[config.mk]
export PLATFORM = sky130hd
export DESIGN_NAME = dag_addr_gen
export DESIGN_NICKNAME = d
export VERILOG_FILES = /design/src/rtl/dag_pkg.sv /design/src/rtl/dag_mask.sv /design/src/rtl/dag_bitrev.sv /design/src/rtl/dag_addr_gen.sv
export SDC_FILE = /design/constraint.sdc
export NUM_CORES = 1
export LEC_CHECK = 0
export ABC_AREA = 1
export BUFFER_PORTS_ARGS = -buffer_cell sky130_fd_sc_hd__buf_4
export CORE_ASPECT_RATIO = 1.1
export CORE_MARGIN = 4
export CORE_UTILIZATION = 40
export DETAILED_ROUTE_END_ITERATION = 8
export SLEW_MARGIN = 25
export SYNTH_ARGS = -nofsm -noshare
export SYNTH_HDL_FRONTEND = slang
export SYNTH_SLANG_ARGS = --single-unit
[constraint.sdc]
create_clock -name clk -period 1.85 [get_ports clk]
set_clock_uncertainty 0.15 [all_clocks]
set_input_delay 0.185 -clock clk [delete_from_list [all_inputs] [get_ports clk]]
set_output_delay 0.185 -clock clk [all_outputs]
set_load 0.05 [all_outputs]
[src/rtl/dag_pkg.sv]
package dag_pkg;
    typedef enum logic [1:0] {
        MODE_LIN  = 2'b00,
        MODE_CIRC = 2'b01,
        MODE_BREV = 2'b10,
        MODE_DIR  = 2'b11
    } dag_mode_e;

    localparam int BREV_MIN_BITS = 3;
endpackage

[src/rtl/dag_mask.sv]
// Thermometer mask: bit i set when i < size.
module dag_mask #(
    parameter int ADDR_W = 16,
    parameter int SIZE_W = 4
) (
    input  logic [SIZE_W-1:0] size,
    output logic [ADDR_W-1:0] mask
);
    for (genvar i = 0; i < ADDR_W; i++) begin : g_bit
        assign mask[i] = (32'(size) > i);
    end
endmodule

[src/rtl/dag_bitrev.sv]
// Mirrors the low nbits of idx; higher result bits are zero.
module dag_bitrev #(
    parameter int IDX_W  = 8,
    parameter int SIZE_W = 4
) (
    input  logic [IDX_W-1:0]  idx,
    input  logic [SIZE_W-1:0] nbits,
    output logic [IDX_W-1:0]  rev
);
    logic [IDX_W-1:0] cand [0:IDX_W];

    for (genvar g = 0; g <= IDX_W; g++) begin : g_width
        for (genvar b = 0; b < IDX_W; b++) begin : g_bit
            if (b < g) begin : g_on
                assign cand[g][b] = idx[g-1-b];
            end else begin : g_off
                assign cand[g][b] = 1'b0;
            end
        end
    end

    always_comb begin
        if (32'(nbits) >= IDX_W) begin
            rev = cand[IDX_W];
        end else begin
            rev = cand[nbits];
        end
    end
endmodule

[src/rtl/dag_addr_gen.sv]
module dag_addr_gen
    import dag_pkg::*;
#(
    parameter int ADDR_W   = 16,
    parameter int STEP_W   = 8,
    parameter int MAX_LOG2 = 8,
    parameter int SIZE_W   = 4
) (
    input  logic              clk,
    input  logic              rst_n,
    input  logic              ld_en,
    input  logic [ADDR_W-1:0] ld_base,
    input  logic [ADDR_W-1:0] ld_ptr,
    input  logic [SIZE_W-1:0] ld_size,
    input  logic [1:0]        mode,
    input  logic [STEP_W-1:0] step,
    input  logic              next,
    output logic [ADDR_W-1:0] addr_out,
    output logic              addr_vld
);
    localparam logic [SIZE_W-1:0] SIZE_MAX = SIZE_W'(MAX_LOG2);
    localparam logic [SIZE_W-1:0] SIZE_MIN = SIZE_W'(BREV_MIN_BITS);
    localparam int PAD_W = ADDR_W - MAX_LOG2;

    typedef struct packed {
        logic [ADDR_W-1:0] base;
        logic [ADDR_W-1:0] ptr;
        logic [SIZE_W-1:0] size;
        logic [ADDR_W-1:0] addr;
        logic              vld;
    } agu_state_t;

    agu_state_t st_d, st_q;

    logic [ADDR_W-1:0]   circ_mask, brev_mask;
    logic [ADDR_W-1:0]   circ_base, circ_addr, brev_addr;
    logic [SIZE_W-1:0]   brev_size;
    logic [MAX_LOG2-1:0] rev_idx;
    logic [ADDR_W-1:0]   step_ext;

    assign brev_size = (st_q.size < SIZE_MIN) ? SIZE_MIN : st_q.size;
    assign step_ext  = ADDR_W'($signed(step));

    dag_mask #(.ADDR_W(ADDR_W), .SIZE_W(SIZE_W)) u_cmask (
        .size (st_q.size),
        .mask (circ_mask)
    );

    dag_mask #(.ADDR_W(ADDR_W), .SIZE_W(SIZE_W)) u_bmask (
        .size (brev_size),
        .mask (brev_mask)
    );

    dag_bitrev #(.IDX_W(MAX_LOG2), .SIZE_W(SIZE_W)) u_brev (
        .idx   (st_q.ptr[MAX_LOG2-1:0]),
        .nbits (brev_size),
        .rev   (rev_idx)
    );

    // Aligned base plus wrapped offset; no adder needed since base is aligned.
    assign circ_base = st_q.base & ~circ_mask;
    assign circ_addr = circ_base | (st_q.ptr & circ_mask);
    assign brev_addr = (st_q.base & ~brev_mask) | {{PAD_W{1'b0}}, rev_idx};

    always_comb begin
        st_d     = st_q;
        st_d.vld = 1'b0;
        if (ld_en) begin
            st_d.base = ld_base;
            st_d.ptr  = ld_ptr;
            st_d.size = (ld_size > SIZE_MAX) ? SIZE_MAX : ld_size;
        end else if (next) begin
            st_d.vld = 1'b1;
            case (dag_mode_e'(mode))
                MODE_LIN: begin
                    st_d.addr = st_q.ptr;
                    st_d.ptr  = st_q.ptr + step_ext;
                end
                MODE_CIRC: begin
                    st_d.addr = circ_addr;
                    st_d.ptr  = st_q.ptr + step_ext;
                end
                MODE_BREV: begin
                    st_d.addr = brev_addr;
                    st_d.ptr  = st_q.ptr + step_ext;
                end
                default: begin
                    st_d.addr = ld_ptr;
                    st_d.ptr  = ld_ptr;
                end
            endcase
        end
    end

    always_ff @(posedge clk or negedge rst_n) begin
        if (!rst_n) begin
            st_q <= '0;
        end else begin
            st_q <= st_d;
        end
    end

    assign addr_out = st_q.addr;
    assign addr_vld = st_q.vld;
endmodule

# After elaboration in Yosys (flattened, before gate mapping)
# Cells that the tools add are included.
# W data, S select, Z words.
# classes
add_sub_neg	1
multipliers	0
n_div	0
n_lt_le_gt_ge	34
n_eq_ne	2
n_shift	0
n_mux	12
bitwise	9
reduce_logical	4
# ops
cell	count
$gt A4 B4 Y1 const B	15
$mux W16	3
$pmux W16 S3	1
$and A16 B16 Y16	2
$bmux W8 S4	1
$gt A4 B3 Y1 const B	8
$not A15 Y16	2
$mux W8	3
$add A16 B16 Y16	1
$and A16 B15 Y16	1
$gt A4 B1 Y1 const B	4
$gt A4 B2 Y1 const B	4
$or A16 B16 Y16	1
$or A16 B8 Y16	1
$mux W4	2
$ge A5 B5 Y1 const B	1
$not A4 Y5	1
$ge A4 B4 Y1 const B	1
$lt A4 B2 Y1 const B	1
$reduce_or A3 Y1	1
$eq A2 B1 Y1 const B	1
$eq A2 B2 Y1 const B	1
$logic_not A2 Y1	1
$mux W1	2
3 further kinds	3
# word_totals
regBits	53
latchBits	0
mem_bits_rw	0
mem_bits_ro	0
input_bits	50
output_inout_bits	17
mem_count	0

# Longest topological paths before layout
# logic_depth
ltp_word	9
mapped_depth	13

# Hierarchy
# Synthesis repeated with hierarchy kept, for this count alone.
# unflattened
cells_unflattened	652
area_unflattened_um2	4332.9
# modules_own_cells
mod	n_inst	cells_per_inst	area_each_um2	seq_area_each_um2
dag_addr_gen	1	535	3778.6	1326.3
dag_bitrev	1	61	301.5	0.0
dag_mask	2	28	126.4	0.0

# Worst setup path before layout
# Ideal clock, no wire load.
# synth_path
path_type	reg-to-reg
from	reg st_q[21] (netlist bit)
to	reg st_q[35] (netlist bit)
t_arrival_ns	1.661
required_ns	1.583
path_slack_ns	-0.077
path_stages_with_launch	12
n_path_buf	0
period_less_slack_ns	1.927
cell_sequence	dfrtp_1 > ha_1 > inv_1 > fa_1 > o21ai_2 > nand2_1 > nand2_1 > nand2_1 > nand3_1 > nand3_1 > nand2_1 > nand2_1
# synth_between
elab_chain_len	4
# synth_rtl
element	line_no	source
start, declared	dag_addr_gen.sv:33	agu_state_t st_d, st_q;
start signal, assigned	dag_addr_gen.sv:99	st_q <= st_d;
$add A16 B16 Y16	dag_addr_gen.sv:77, dag_addr_gen.sv:81, dag_addr_gen.sv:85	
$mux W16	--	
$mux W16	dag_addr_gen.sv:72	end else if (next) begin
$mux W16	dag_addr_gen.sv:68	if (ld_en) begin
# No other way between the ends. The select of a mux whose other input is x is not followed.
# A chain may end at the register's enable or synchronous reset.

# Worst setup path in the final report
# Ends and elaborated chain as after synthesis.

==> results by group <==
Critical path
  • Worst r2r src: st_q[21]$_DFFE_PN0P_
  • Kind of critical path: register to register
  • CP arrival: 1970 ps
  • Slowest CP cell: dfrtp_1
  • Biggest cell delay along the critical path: 370 ps
  • Worst path required time: 1900 ps
  • R2R Path End: st_q[35]$_DFFE_PN0P_
  • Cell repeated most along the worst path: nand2_1
  • Crit. Startpoint: st_q[21]$_DFFE_PN0P_
  • Setup crit start kind: register
  • Critical Path Sink: st_q[35]$_DFFE_PN0P_
  • CP cell instances: ha_2, inv_2, fa_2, o21ai_4, nand2_1, nand2_2, nand2_1, nand3_1, nand3_1, nand2_1, nand2_1
  • Flop-to-flop setup slack: -60 ps
  • CP endpoint kind: register
  • Worst-path fanout max: 4
  • Worst-case reg-to-reg path depth: 11

Logic synthesis
  • Cell with the most instances after synthesis: nand2_1
  • Syn_nets: 663
  • Synth area leaders: dfrtp_1, nand2_1, nand3_1, inv_1, o21ai_0
  • Seq/Total Area, Yosys: 33.2%
  • FFs w/ async S/R, synth: 100%
  • Post-Synthesis Cells: 597
  • Syn_area_per_cell: 6.68 µm²
  • Synth Cell Area: 3990 µm²
  • Share of the synthesized area in the top cell type: 33.2%
  • Main synth FF type: dfrtp_1
  • Top post-synthesis cells by count: nand2_1, inv_1, dfrtp_1, nor2_1, nand3_1
  • Netlist cell types: 36
  • Synthesis Warnings: 0
  • EDFF count, synth: 0
  • #FFs+latches synth: 53
  • Largest area contributor in the netlist: dfrtp_1

Routing
  • DR vias/cell: 5.30
  • DRC errors left: 0
  • Final antenna-violating net count: 0
  • Wire per inst: 15.8 µm
  • Via Count: 4385
  • DRT Pass-1 Iters: 5
  • Routed WL: 13100 µm
  • Initial DRC count: 298

GRT
  • Grt total ovfl: 0
  • Gr usage total: 22.3%
  • Initial antenna violation count: 0
  • Global-route wire length before repair: 20700 µm
  • Maximum number of pins on one net before global-route repair: 54
  • Vias in the first global route: 4250

Clock network
  • H-Tree Depth: 2
  • Clock Latency Late Sink: 320 ps
  • CTS tree: yes
  • Max Root-Sink Buffers: 2
  • # clock sinks: 53
  • Reg clk slew, reported paths: 120 ps
  • TritonCTS Buffers: 5
  • Root Buffer Master: clkbuf_8

Timing
  • Rel. slew slack: 53.5%
  • Setup ws final: -63.3 ps
  • Hold WS: 13.7 ps
  • Pin slew with the least headroom to its limit: 698 ps
  • Setup TNS: -121 ps
  • RSZ-0062 raised after global routing: true
  • Slew Viols, Final: 0
  • Fmax: 523 MHz
  • Final min period: 1910 ps
  • Final Hold Fails: 0
  • Final setup fails: 3
  • Final worst-path cycle share: 103%

Floorplanning
  • Die X: 103 µm
  • # IOs: 67
  • Initial Util: 41.8%
  • Total core area: 9540 µm²
  • Die height: 113 µm
  • Num rows: 37
  • Die Area: 11600 µm²

Pwr
  • VDD IR max: 468 µV
  • Leak pwr: 2.71 nW
  • P per Cell Area: 828 nW/µm²

Finish
  • Fill cell count: 942
  • Synthesis-to-finish area growth: 36.1%
  • Register cell area after layout: 1330 µm²
  • Post-layout util: 56.9%
  • Final instance area: 5430 µm²
  • Layout cell share with drive strength beyond 1: 27.5%
  • Fin nets: 775
  • # diodes: 0
  • Multi-input logic area: 2490 µm²

Run status
  • Outcome: finished with violations
  • Failing checks: negative setup slack

Hold path
  • Hold_sp: ld_ptr[15]
  • Hold Path Class: input port to register

Placement
  • IO Port Bufs: 66
  • Placed cell areas: 4750 µm²
  • Post-DP HPWL: 9930 µm
  • Placer Congestion: 0.889

Run
  • Max-cap violations: 0
-- power by group --
part / switching, mW / total (mW) / leakage, nW / internal, mW
Sequential: 0.146 / 1.47 / 0.631 / 1.32
Combinational: 1.34 / 2.28 / 2.03 / 0.939
Clock: 0.435 / 0.747 / 0.0518 / 0.313
-- kinds of logic after synthesis --
group,synth area share (%)
AO/OA/AOI/OAI,17.7
XOR/XNOR,1.32
adder cells (fa/ha/maj),5.21
buffers and inverters,12.1
flip-flops,33.2
AND/OR/NAND/NOR,30.4
-- critical path: cells and delay by family, from the launching register on --
| kind | cells | cell delay, ps |
|---|---|---|
| adder cells (fa/ha/maj) | 2 | 550 |
| AND/OR/NAND/NOR | 7 | 530 |
| flip-flops | 1 | 370 |
| AO/OA/AOI/OAI | 1 | 170 |
| buffers and inverters | 1 | 40 |
-- worst min path at each step --
stage / slack, ps / endpoint / cells past startpoint
global route: 5 / st_q[21]$_DFFE_PN0P_ / 3
CTS: 5 / addr_out[15]$_DFFE_PN0P_ / 3
finish: 10 / addr_out[15]$_DFFE_PN0P_ / 3
global placement: 130 / addr_out[5]$_DFFE_PN0P_ / 1
detailed placement: 140 / addr_out[6]$_DFFE_PN0P_ / 1
floorplan: -260 / addr_out[0]$_DFFE_PN0P_ / 0
-- layer usage --
metal	up-vias	global-route usage [%]	share of wire, %
li1	2157	-	-
met4	0	7.08	2.7
met2	132	35.4	47
met3	26	2.71	4.6
met5	-	0	0
met1	2070	31.4	46
-- state kept, by name (all words and copies together) (netlist names) --
signal    count
addr_vld      1
st_q         36
addr_out     16
-- cell type report --
cell class,count,area share [%]
sequential,53,24.5
timing repair buffer,139,20.3
clock inverter,2,0.323
multi-input combinational,443,45.9
tap,117,2.70
inverter,67,4.70
clock buffer,6,1.52
-- stage by stage --
step	setup slack, ps	total power [mW]	cells
6_report	-63.3	4.49	827
5_1_grt	-205	4.82	827
4_1_cts	-60.4	4.23	820
3_5_place_dp	-52.9	3.41	790
3_3_place_gp	-53.9	3.39	790
2_1_floorplan	25.1	2.75	597
-- timing repair --
action                                  CTS  global route
hold buffers                             21             0
endpoints found under the setup margin   12            18
resized for setup                        10            61
endpoints found under the hold margin    73             0
buffers inserted                          1             6
pin swaps                                 3            16
gates cloned                              0             1
-- placed cells by master, fill, tap and decap left out, drive strengths merged, types with 2 or more instances in the layout --
cell         instances
xor2                 5
nand2              188
o21ai               57
a31oi                2
clkbuf               6
nor2                55
ha                  15
dfrtp               53
a221oi               7
inv                 66
clkinv               2
nor3                 2
nand4                3
dlygate4sd3         21
o211ai              12
o22ai                2
nand3               48
a21oi               41
buf                118
Note: power is estimated with default switching activity, not from simulation.
